--- src/rtl/fwft_pkg.sv ---
package fwft_pkg;
  // Number of registers a pointer crosses before the opposite side sees it.
  localparam int unsigned PTR_LAG = 2;

  // Active-low handshake flag encoding.
  typedef enum logic {
    FLAG_ON  = 1'b0,
    FLAG_OFF = 1'b1
  } flag_n_t;
endpackage

--- src/rtl/fwft_lag.sv ---
module fwft_lag #(
  parameter int unsigned W      = 4,
  parameter int unsigned STAGES = 2
) (
  input  logic         clk,
  input  logic         rst_n,
  input  logic [W-1:0] d,
  output logic [W-1:0] q
);
  logic [STAGES-1:0][W-1:0] pipe;

  always_ff @(posedge clk) begin
    if (!rst_n) begin
      pipe <= '0;
    end else begin
      pipe[0] <= d;
      for (int i = 1; i < STAGES; i++) pipe[i] <= pipe[i-1];
    end
  end

  assign q = pipe[STAGES-1];
endmodule

--- src/rtl/fwft_store.sv ---
module fwft_store #(
  parameter int unsigned WIDTH = 16,
  parameter int unsigned DEPTH = 8,
  localparam int unsigned AW   = $clog2(DEPTH),
  localparam int unsigned PW   = AW + 1
) (
  input  logic             clk,
  input  logic             rst_n,
  input  logic [WIDTH-1:0] wr_data,
  input  logic             wr_req,
  input  logic [PW-1:0]    rd_ptr,
  input  logic [PW-1:0]    rd_ptr_seen,
  output logic [PW-1:0]    wr_ptr,
  output logic             full,
  output logic [WIDTH-1:0] head_word
);
  localparam logic [PW-1:0] DEPTH_P = PW'(DEPTH);

  logic [WIDTH-1:0] mem [DEPTH];
  logic             take;

  // Occupancy judged against the lagged read pointer: never under-reports.
  assign full      = (wr_ptr - rd_ptr_seen) == DEPTH_P;
  assign take      = wr_req && !full;
  assign head_word = mem[rd_ptr[AW-1:0]];

  always_ff @(posedge clk) begin
    if (take) mem[wr_ptr[AW-1:0]] <= wr_data;
  end

  always_ff @(posedge clk) begin
    if (!rst_n)    wr_ptr <= '0;
    else if (take) wr_ptr <= wr_ptr + PW'(1);
  end

  // a refused push leaves the write pointer where it was
  a_r5_full_drops_push: assert property (@(posedge clk) disable iff (!rst_n)
    (wr_req && full) |=> (wr_ptr == $past(wr_ptr)));

  // the memory never holds more than DEPTH unread words
  a_r7_occupancy_bound: assert property (@(posedge clk) disable iff (!rst_n)
    PW'(wr_ptr - rd_ptr) <= DEPTH_P);
endmodule

--- src/rtl/fwft_head.sv ---
module fwft_head
  import fwft_pkg::*;
#(
  parameter int unsigned WIDTH = 16,
  parameter int unsigned PW    = 4
) (
  input  logic             clk,
  input  logic             rst_n,
  input  logic             rd_en_n,
  input  logic [PW-1:0]    wr_ptr_seen,
  input  logic [WIDTH-1:0] head_word,
  output logic [PW-1:0]    rd_ptr,
  output logic [WIDTH-1:0] rd_data,
  output logic             out_avail_n
);
  logic    valid;
  logic    stored;
  logic    pop;
  logic    load;
  flag_n_t flag;

  assign stored = (wr_ptr_seen != rd_ptr);
  assign pop    = valid && !rd_en_n;
  assign load   = stored && (!valid || pop);

  always_ff @(posedge clk) begin
    if (!rst_n) begin
      valid   <= 1'b0;
      rd_ptr  <= '0;
      rd_data <= '0;
    end else if (load) begin
      valid   <= 1'b1;
      rd_ptr  <= rd_ptr + PW'(1);
      rd_data <= head_word;
    end else if (pop) begin
      valid   <= 1'b0;
    end
  end

  assign flag        = valid ? FLAG_ON : FLAG_OFF;
  assign out_avail_n = flag;

  // a presented word stays put until it is popped
  a_r4_hold_until_pop: assert property (@(posedge clk) disable iff (!rst_n)
    (!out_avail_n && rd_en_n) |=> (!out_avail_n && $stable(rd_data)));
endmodule

--- src/rtl/fwft_stage.sv ---
module fwft_stage
  import fwft_pkg::*;
#(
  parameter int unsigned WIDTH = 16,
  parameter int unsigned DEPTH = 8,
  localparam int unsigned AW   = $clog2(DEPTH),
  localparam int unsigned PW   = AW + 1
) (
  input  logic             clk,
  input  logic             rst_n,
  input  logic [WIDTH-1:0] wr_data,
  input  logic             wr_en_n,
  output logic             in_room_n,
  input  logic             rd_en_n,
  output logic [WIDTH-1:0] rd_data,
  output logic             out_avail_n
);
  logic [PW-1:0]    wr_ptr, rd_ptr, wr_ptr_seen, rd_ptr_seen;
  logic [WIDTH-1:0] head_word;
  logic             full;

  fwft_store #(.WIDTH(WIDTH), .DEPTH(DEPTH)) store_i (
    .clk(clk), .rst_n(rst_n), .wr_data(wr_data), .wr_req(!wr_en_n),
    .rd_ptr(rd_ptr), .rd_ptr_seen(rd_ptr_seen), .wr_ptr(wr_ptr),
    .full(full), .head_word(head_word)
  );

  // Write pointer travels to the read side (sets fall-through latency).
  fwft_lag #(.W(PW), .STAGES(PTR_LAG)) wlag_i (
    .clk(clk), .rst_n(rst_n), .d(wr_ptr), .q(wr_ptr_seen)
  );

  // Read pointer travels to the write side (sets bubble-up latency).
  fwft_lag #(.W(PW), .STAGES(PTR_LAG)) rlag_i (
    .clk(clk), .rst_n(rst_n), .d(rd_ptr), .q(rd_ptr_seen)
  );

  fwft_head #(.WIDTH(WIDTH), .PW(PW)) head_i (
    .clk(clk), .rst_n(rst_n), .rd_en_n(rd_en_n), .wr_ptr_seen(wr_ptr_seen),
    .head_word(head_word), .rd_ptr(rd_ptr), .rd_data(rd_data),
    .out_avail_n(out_avail_n)
  );

  assign in_room_n = full;

  // a word visible to the read side fills an empty output on the next edge
  a_r2_fall_through_load: assert property (@(posedge clk) disable iff (!rst_n)
    ((wr_ptr_seen != rd_ptr) && out_avail_n) |=> !out_avail_n);
endmodule

--- src/rtl/fwft_cascade.sv ---
module fwft_cascade #(
  parameter int unsigned WIDTH  = 16,
  parameter int unsigned DEPTH  = 8,
  parameter int unsigned STAGES = 3
) (
  input  logic             clk,
  input  logic             rst_n,
  input  logic [WIDTH-1:0] wr_data,
  input  logic             wr_en_n,
  output logic             in_room_n,
  input  logic             rd_en_n,
  output logic [WIDTH-1:0] rd_data,
  output logic             out_avail_n
);
  logic [STAGES:0][WIDTH-1:0] link_data;
  logic [STAGES:0]            link_avail_n;
  logic [STAGES:0]            link_room_n;

  assign link_data[0]         = wr_data;
  assign link_avail_n[0]      = wr_en_n;
  assign link_room_n[STAGES]  = rd_en_n;

  for (genvar s = 0; s < STAGES; s++) begin : g_stage
    fwft_stage #(.WIDTH(WIDTH), .DEPTH(DEPTH)) stage_i (
      .clk(clk), .rst_n(rst_n),
      .wr_data(link_data[s]), .wr_en_n(link_avail_n[s]),
      .in_room_n(link_room_n[s]),
      .rd_en_n(link_room_n[s+1]),
      .rd_data(link_data[s+1]), .out_avail_n(link_avail_n[s+1])
    );
  end

  assign in_room_n   = link_room_n[0];
  assign rd_data     = link_data[STAGES];
  assign out_avail_n = link_avail_n[STAGES];
endmodule

--- config.mk ---
export PLATFORM = sky130hd
export DESIGN_NAME = fwft_cascade
export DESIGN_NICKNAME = d
export VERILOG_FILES = /design/src/rtl/fwft_pkg.sv /design/src/rtl/fwft_lag.sv /design/src/rtl/fwft_store.sv /design/src/rtl/fwft_head.sv /design/src/rtl/fwft_stage.sv /design/src/rtl/fwft_cascade.sv
export SDC_FILE = /design/constraint.sdc
export NUM_CORES = 1
export LEC_CHECK = 0
export BUFFER_PORTS_ARGS = -buffer_cell sky130_fd_sc_hd__clkbuf_2
export CORE_MARGIN = 1
export CORE_UTILIZATION = 45
export CTS_CLUSTER_SIZE = 16
export DETAILED_ROUTE_END_ITERATION = 8
export HOLD_SLACK_MARGIN = 0.02
export PLACE_DENSITY = 0.57
export SLEW_MARGIN = 20
export SYNTH_ARGS = -nofsm -noshare
export SYNTH_HDL_FRONTEND = slang
export SYNTH_HIERARCHICAL = 1
export SYNTH_SLANG_ARGS = --single-unit
--- constraint.sdc ---
create_clock -name clk -period 9.8 [get_ports clk]
set_input_delay 1.96 -clock clk [delete_from_list [all_inputs] [get_ports clk]]
set_output_delay 1.96 -clock clk [all_outputs]
set_load 0.01 [all_outputs]
==> results of run 1 <==
per-layer routing:
layer  GRT usage, %  vias up  part of all wire [%]
met2           30.4      121                    51
li1               -     4470                     -
met5              0        -                     0
met1           20.9     4764                    43
met3           2.88       53                   3.3
met4           5.22        0                   2.1
report_power, final:
group | switching, mW | internal, mW | total [mW]
Clock | 0.788 | 1.15 | 1.94
Combinational | 0.410 | 0.380 | 0.790
Sequential | 0.140 | 2.56 | 2.70
Total | 1.34 | 4.09 | 5.43
path summary, 6_finish.rpt:
kind	from	endpoint	slack, ns
setup / recovery	g_stage[0].stage_i/store_i/wr_ptr[1]	in_room_n	4.89
hold / removal	g_stage[1].stage_i/wlag_i/pipe[2]	g_stage[1].stage_i/wlag_i/q[2]	0.43
setup reg to reg	g_stage[1].stage_i/store_i/wr_ptr[1]	g_stage[0].stage_i/head_i/rd_ptr[0]	6.56
hold reg to reg	g_stage[1].stage_i/wlag_i/pipe[2]	g_stage[1].stage_i/wlag_i/q[2]	0.43
per-stage QoR:
step / utilization (%) / worst slack (ns)
global placement: 47.4 / 5.57
global route: 51.3 / 4.72
CTS: 51.3 / 4.88
finish: 51.3 / 4.89
detailed placement: 47.4 / 5.54
floorplan: - / 5.63
cell families (layout without fill, tap and decap cells):
kind of cell    Yosys count  after routing
compound gates          102            102
xor+xnor                 24             24
fa+ha+maj                15             15
buf+inv                 105            195
flops                   507            507
mux                     144            144
other cells               0              1
simple gates            243            243
cell usage in the layout (no fill, tap or decap), types with 4 or more instances in the layout:
master,count
sky130_fd_sc_hd__bufinv_16,5
sky130_fd_sc_hd__or4_1,4
sky130_fd_sc_hd__or3_1,12
sky130_fd_sc_hd__nor2_1,15
sky130_fd_sc_hd__clkbuf_16,51
sky130_fd_sc_hd__clkinv_2,10
sky130_fd_sc_hd__nand2_1,69
sky130_fd_sc_hd__o21ai_0,57
sky130_fd_sc_hd__clkbuf_2,36
sky130_fd_sc_hd__nand3_1,54
sky130_fd_sc_hd__mux2_2,48
sky130_fd_sc_hd__ha_1,15
sky130_fd_sc_hd__o21ai_1,12
sky130_fd_sc_hd__buf_4,38
sky130_fd_sc_hd__clkbuf_8,8
sky130_fd_sc_hd__clkinv_1,5
sky130_fd_sc_hd__mux4_2,96
sky130_fd_sc_hd__inv_1,27
sky130_fd_sc_hd__and2_1,51
sky130_fd_sc_hd__clkbuf_1,12
sky130_fd_sc_hd__xnor2_1,9
sky130_fd_sc_hd__xor2_1,15
sky130_fd_sc_hd__a21oi_1,6
sky130_fd_sc_hd__edfxtp_1,384
sky130_fd_sc_hd__dfxtp_1,120
sky130_fd_sc_hd__nor3_2,9
sky130_fd_sc_hd__a21boi_1,6
area by class of cell:
class	count	share of cell area, %
antenna	1	0.0113
multi-input combinational	528	23.0
sequential	507	63.4
clock inverter	23	1.17
timing repair buffer	74	2.11
clock buffer	71	6.49
inverter	27	0.459
tap	585	3.32
registers in the layout (all words and copies together), names as in the netlist:
| name | flops |
|---|---|
| g_stage.stage_i/wlag_i/q | 12 |
| g_stage.stage_i/store_i/mem | 384 |
| g_stage.stage_i/rlag_i/q | 12 |
| g_stage.stage_i/wlag_i/pipe | 12 |
| g_stage.stage_i/head_i/rd_data | 48 |
| g_stage.stage_i/store_i/wr_ptr | 12 |
| g_stage.stage_i/head_i/valid | 3 |
| g_stage.stage_i/head_i/rd_ptr | 12 |
| g_stage.stage_i/rlag_i/pipe | 12 |
worst max-delay path: cells and delay by family (launching register included):
family                     cells  cell delay (ns)
AOI/OAI and AO/OA              1             0.68
adders and majority gates      1             0.31
DFF                            1             0.54
and+or+nand+nor                2             0.57
buffers and inverters          1             0.26
==> impl.org, run 1 <==
** Worst hold path
- Type of the tightest min-delay check :: reg2reg
- Number of stages on the worst hold path :: 1

** Synth
- Synthesis handed over a netlist of 1140 instances.
- EDFF count, synth :: about 380
- Post-Syn Nets :: 1175
- By instance count, the leading cell after synthesis is sky130_fd_sc_hd__edfxtp_1.
- The synthesized netlist devotes less than 1% of its cell area to adder and majority cells.
- Summing every instance area after synthesis gives ~20000 sq um.
- Yosys Warn Count :: 6
- The synthesized netlist devotes 6.42% of its cell area to simple gates.
- The synthesized design contains 507 register bits.
- The synthesized netlist devotes 1.07% of its cell area to XOR and XNOR gates.
- Distinct cells, synth :: 41
- Sequential fraction of the synthesis area :: between 70% and 80%
- The synthesized design spends more area on one cell type than any other, namely sky130_fd_sc_hd__edfxtp_1.
- Compound-gate portion of the synthesized area :: roughly 3.2%
- Proportion of netlist area held by the largest area contributor :: just under 60%
- Share of synthesized flip-flops with an asynchronous set or reset :: 0%
- By area the synthesized netlist is led by sky130_fd_sc_hd__edfxtp_1 59%, sky130_fd_sc_hd__dfxtp_1 13%, sky130_fd_sc_hd__mux4_2 11%.
- Post-synth top cells :: 384 x sky130_fd_sc_hd__edfxtp_1, 123 x sky130_fd_sc_hd__dfxtp_1, 96 x sky130_fd_sc_hd__mux4_2
- Main combinational cell family by area after synthesis :: multiplexers
- After synthesis, the share of cell area in mux cells is between 10% and 20%.
- The most used flip-flop cell after synthesis is sky130_fd_sc_hd__edfxtp_1.
- A synthesized cell averages around 17 sq um.

** Layout
- Compared with the post-synthesis result, the final layout area differs by 12.8%.
- Filler cells :: ~3600
- Layout cell share with drive strength beyond 1 :: between 20% and 30%
- Final standard cell count with taps included and fillers excluded :: between 1500 and 2000
- Area taken by multi-input logic gates :: 5070 sq um
- Register Area :: ~14000 sq um
- For this run, the post-layout net count is roughly 1200.
- After routing the design area is about 22000 sq um.

** Clock network
- In this run the post-CTS setup repair buffer count came out at 0.
- The clock reaches the later pin of the worst-skew pair after roughly 0.6 ns.
- Reg clk slew, reported paths :: about 0.060 ns
- CTS sink cnt :: about 510
- CTS built an H-tree with a depth of 2.
- Buffers inserted during clock tree synthesis total ~50.
- The cell sitting at the root of the clock tree is a sky130_fd_sc_hd__clkbuf_16.
- The number of hold buffers added after CTS was 0.
- In this run, post-CTS repair resized a total of 0 instances.
- TritonCTS built the clock tree.
- The longest clock path from root to sink contains 3 buffers.

** Global routing
- Initial antenna violation count :: 1
- The first global-routing pass estimated 56.7 mm of wire.
- Number of global-route vias before repair :: roughly 10000
- Overflow after GRT :: 0
- Entering global routing, the biggest net connects 106 pins.
- Global routing used 16.9% of the available tracks across all layers.

** STA
- Unrepaired setup endpoints after global routing :: no
- Max Slew Vio Count :: 0
- For the final routed database, the setup TNS stands at 0 ns.
- The worst pin sits at a relative slew slack of 31.8%.
- Of the available clock period, the critical path in the final layout requires 50.1%.
- The final-report hold violation count came to 0.
- Achievable Freq :: between 200 and 250 MHz
- Worst Clk Skew :: 0.0235 ns
- The tightest hold path in the finished design has a slack of ~0.43 ns.
- Final setup violation count :: 0
- For the pin with the worst max-slew slack, the measured transition is around 1 ns.
- The routed design could run at a clock period as short as 4.91 ns.

** Die
- The core region is between 40000 and 50000 sq um.
- Initial standard-cell utilization of the core :: between 40% and 50%
- Die width :: 211 um
- The floorplan step set the die height to between 200 and 250 um.
- In this run the count of I/O pins placed on the die edge is 38.
- Die area :: roughly 44000 sq um
- Core Rows :: 76

** Drt
- For this block, the routed nets add up to ~36 mm of wire.
- Vias :: approximately 9400
- After detailed routing, the average wire length per cell comes to 19.7 um.
- Detailed-router iteration count before antenna repair :: 7
- Using the TritonRoute via totals, the vias-per-cell ratio works out to ~5.2.
- In this run the remaining antenna-violating nets after routing total 0.
- For this block, the initial DRC count from the detailed router was ~640.
- In the routed design, unresolved DRC markers number 0.

** Critical path
- For this design, the slowest cell found on the critical path is sky130_fd_sc_hd__a211oi_2.
- In this design, the stage delay of the slowest critical-path cell is approximately 0.68 ns.
- Type of destination of the critical path :: output port
- STA classifies the critical path startpoint as a flop.
- Data on the critical path is required at its endpoint by approximately 8 ns.
- By startpoint and endpoint, the worst setup path is classified as reg2out.
- Crit path arrival time :: between 2 and 3 ns
- The number of cells on the worst reg-to-reg path is 9.
- Largest fanout on the critical path :: 12
- The signal on the critical path passes through ha_1 > and3b_1 > or3_1 > a211oi_2 > clkbuf_2.

** Run
- Across the run, the number of max-cap violations was 0.

** Power
- LEAKAGE :: approximately 7.3 nW
- After layout, the design draws a total of 5.43 mW.
- Power density cells :: 246 nW/um^2
- Largest vdd supply drop :: between 0.0001 and 0.00015 V

** Placement
- Once placement finished, the instance area stood at about 20000 sq um.
- After detailed placement, the design holds a cell count of 1721.
- The HPWL after detailed placement is around 19 mm.
- Count of input and output buffers :: 37
- Routability-driven placement finished with a final weighted congestion of approximately 0.72.

** Status
- Result of the run :: completed
Power figures use the tool's default switching activity.
==> inputs of run 2 (changes only) <==
PLACE_DENSITY = 0.6   (was 0.57)
clock period = 4.18 ns   (was 9.8 ns; I/O delays follow)
==> run 2 against run 1 <==
Compared with the run above: clock-buffer cell count grew 1; clock skew decreased by 0.0044 ns; clock power increased by 130%; routed wire length is 3.6% lower; utilization about the same; global-route usage shrank 0.55 points; sequential share of layout area about the same; flip-flop and latch count did not move; cell area is essentially flat; die area unchanged.
==> impl.org, run 2 (synthesized netlist as in run 1, its figures left out) <==
** Drt
- In this run the remaining antenna-violating nets after routing total 0.
- Violation count after the first detailed-route iteration :: approximately 630
- The pre-antenna-repair detailed-routing pass consisted of 4 iterations.
- Remaining DRCs :: 0
- The final layout contains routed wiring with a total length of about 35 mm.
- After detailed routing, the number of vias per cell comes to ~5.1.
- Routed len/inst :: around 19 um
- For this block, the via count after detailed routing is between 9000 and 10000.

** Global routing
- The first global-routing pass estimated between 50 and 60 mm of wire.
- Global Route Usage Sum :: about 16%
- The number of global-route vias before repair came to a little under 10000.
- Overflow after GRT :: 0
- Largest net degree at the start of global routing :: 80
- The number of antenna violations at the first check in global routing came to 2.

** Power
- Switching fraction of total power :: between 20% and 30%
- In this run the power density over the cells is approximately 570 nW/um^2.
- Part of the power in registers :: around half
- The analysis attributes to cell leakage a power of ~7.3 nW.
- IR analysis of the VDD net gives a maximum drop of between 0.0003 and 0.0004 V.
- For this design the total switching power over the nets is 3.13 mW.
- Total Power :: 12.6 mW
- The internal portion of the total power is 9.47 mW.
- In this run, the combinational gates consume approximately 14% of the power.
- Clock Power Share :: a little over a third

** Status
- Result of the run :: completed

** Critical path
- CP startpoint :: g_stage[0].stage_i/store_i/wr_ptr[1]
- The worst register-to-register path ends at g_stage[0].stage_i/head_i/rd_ptr[0].
- The worst register-to-register path has a depth of 9.
- The worst register-to-register path has a setup slack of roughly 1.0 ns.
- Type of destination of the critical path :: output port
- End point of the critical path :: in_room_n
- Reg-to-reg critical path startpoint :: g_stage[1].stage_i/store_i/wr_ptr[1]
- Largest fanout on the critical path :: 12
- STA classifies the critical path startpoint as a flop.
- The setup path with the least slack is of type reg2out.
- Data required time at the worst endpoint :: around 3.3 ns
- Data on the critical path arrives at its endpoint at roughly 2.9 ns.

** Placement
- Global placer's final weighted congestion :: a little over 0.7
- At the placement stage, the worst setup path has a slack of approximately 1.1 ns.
- After detailed placement, the design holds a cell count of ~1700.
- Summed over all nets, the half-perimeter wirelength after detailed placement is around 20 mm.
- Count of input and output buffers :: 37

** Die
- The floorplan step defined a core boundary enclosing roughly 43000 sq um.
- Initial standard-cell utilization of the core :: ~46%
- 38 I/O pins were placed.
- Die width :: around 210 um
- Core Rows :: between 70 and 80
- Die area :: around 44000 sq um
- The die is 211 um tall.

** Layout
- The register with the most flip-flops in the layout has 384 of them.
- Leaving out fill and tap cells, the most frequent cell in the layout is sky130_fd_sc_hd__edfxtp_1.
- Counting the fill cells in the layout gives between 3000 and 4000.
- Compared with the post-synthesis result, the final layout area differs by 12.7%.
- After the last flow step, the layout net total stands at around 1200.
- Top library cells by usage in the layout, fill and taps aside :: 384 x sky130_fd_sc_hd__edfxtp_1, 120 x sky130_fd_sc_hd__dfxtp_1, 96 x sky130_fd_sc_hd__mux4_2
- Final standard cell count with taps included and fillers excluded :: between 1500 and 2000
- Of the cells placed in the final design, the portion with a size suffix greater than 1 is roughly 26%.

** STA
- The clock period could shrink to roughly 3.8 ns.
- For the pin with the worst max-slew slack, the measured transition is 0.790 ns.
- On the final layout, the worst clock skew is 0.0192 ns.
- Setup repair after global routing left no endpoint under its margin.
- Achievable Freq :: 266 MHz
- Period Utilization, post-route :: roughly nine tenths
- Adding up every negative setup slack in the final design gives 0 ns.
- Final setup violation count :: 0
- Max Slew Vio Count :: 0
- The tightest hold path in the finished design has a slack of approximately 0.43 ns.
- The worst pin sits at a relative slew slack of a little under half.
- Worst setup margin :: roughly 0.41 ns
- The final-report hold violation count is 0.

** Clock network
- Gates resized during post-CTS repair numbered 0.
- The clock passes through at most 3 buffers.
- Hold buffers post-CTS :: 0
- Total setup buffers inserted after CTS :: 0
- Clock tree synthesis inserted a total of between 50 and 60 buffers.
- The tree is rooted in a sky130_fd_sc_hd__clkbuf_16.
- TritonCTS built the clock tree.
- CTS sink cnt :: 507
- In this run the number of H-tree levels came out at 2.
- After clock tree synthesis, the clock-pin slew on the worst setup and hold paths is approximately 0.06 ns.
- Skew-Pair Late Insertion Delay :: ~0.59 ns

** Worst hold path
- Type of the tightest min-delay check :: reg2reg

** Run
- Number of max-capacitance violations reported :: 0
-- run 2: cell types whose count changed in the layout (fill, tap and decap cells not counted), moves of 2 or more --
cell                        previous run  this run
sky130_fd_sc_hd__buf_12                0         2
sky130_fd_sc_hd__clkbuf_1             12        17
sky130_fd_sc_hd__clkbuf_16            51        53
sky130_fd_sc_hd__bufinv_16             5         3
sky130_fd_sc_hd__clkbuf_8              8         2
sky130_fd_sc_hd__clkinv_8              2         0
sky130_fd_sc_hd__clkinv_1              5        13
sky130_fd_sc_hd__clkinv_2             10         4
sky130_fd_sc_hd__inv_16                0         2
-- run 2: per-stage QoR --
step                      util (%)  cell area, sq um
after global placement        47.5             20400
after detailed placement      47.5             20400
after CTS                     51.3             22000
final                         51.3             22100
after global routing          51.3             22100
after floorplan                  -             19600
-- run 2: routing by layer --
metal	track usage, %	vias up	part of all wire [%]	wire length [um]
met2	28.5	172	51	17500
li1	-	4475	-	-
met1	20.6	4658	43	14800
met5	0	-	0	0
met3	2.79	58	4.1	1420
met4	6.15	0	2.4	844
-- run 2: cell type report --
class / instances / area (sq um) / share of cell area (%)
diodes: 2 / 5.00 / 0.0227
clock buffers: 72 / 1420 / 6.43
clock inverters: 24 / 213 / 0.964
inverters: 27 / 101 / 0.460
multi-input cells: 528 / 5070 / 23.0
flip-flops and latches: 507 / 14000 / 63.5
well taps: 585 / 732 / 3.32
repair buffers: 77 / 513 / 2.33
-- run 2: power by group through the flow --
stage / Combinational (mW) / Clock, mW / Sequential (mW)
after detailed placement: 1.77 / 0 / 6.56
after CTS: 1.79 / 4.54 / 6.45
after global placement: 1.76 / 0 / 6.52
final: 1.75 / 4.42 / 6.43
after floorplan: 1.49 / 0 / 6.34
after global routing: 1.94 / 4.74 / 6.51
-- run 2: how the worst min path moves through the flow --
stage | cells after the start | end | startpoint
2_1_floorplan | 1 | g_stage[0].stage_i/rlag_i/q[0] | g_stage[0].stage_i/rlag_i/pipe[0]
3_3_place_gp | 1 | g_stage[1].stage_i/rlag_i/q[2] | g_stage[1].stage_i/rlag_i/pipe[2]
3_5_place_dp | 1 | g_stage[1].stage_i/rlag_i/q[2] | g_stage[1].stage_i/rlag_i/pipe[2]
4_1_cts | 1 | g_stage[1].stage_i/rlag_i/q[2] | g_stage[1].stage_i/rlag_i/pipe[2]
5_1_grt | 1 | g_stage[2].stage_i/wlag_i/q[1] | g_stage[2].stage_i/wlag_i/pipe[1]
6_report | 1 | g_stage[0].stage_i/rlag_i/q[2] | g_stage[0].stage_i/rlag_i/pipe[2]
-- run 2: worst max-delay path: stages (launching register included) --
cell and delay [ns]:
sky130_fd_sc_hd__dfxtp_1 0.53, sky130_fd_sc_hd__ha_1 0.31, sky130_fd_sc_hd__and3b_1 0.19, sky130_fd_sc_hd__or3_1 0.38, sky130_fd_sc_hd__a211oi_2 0.67, sky130_fd_sc_hd__clkbuf_2 0.26
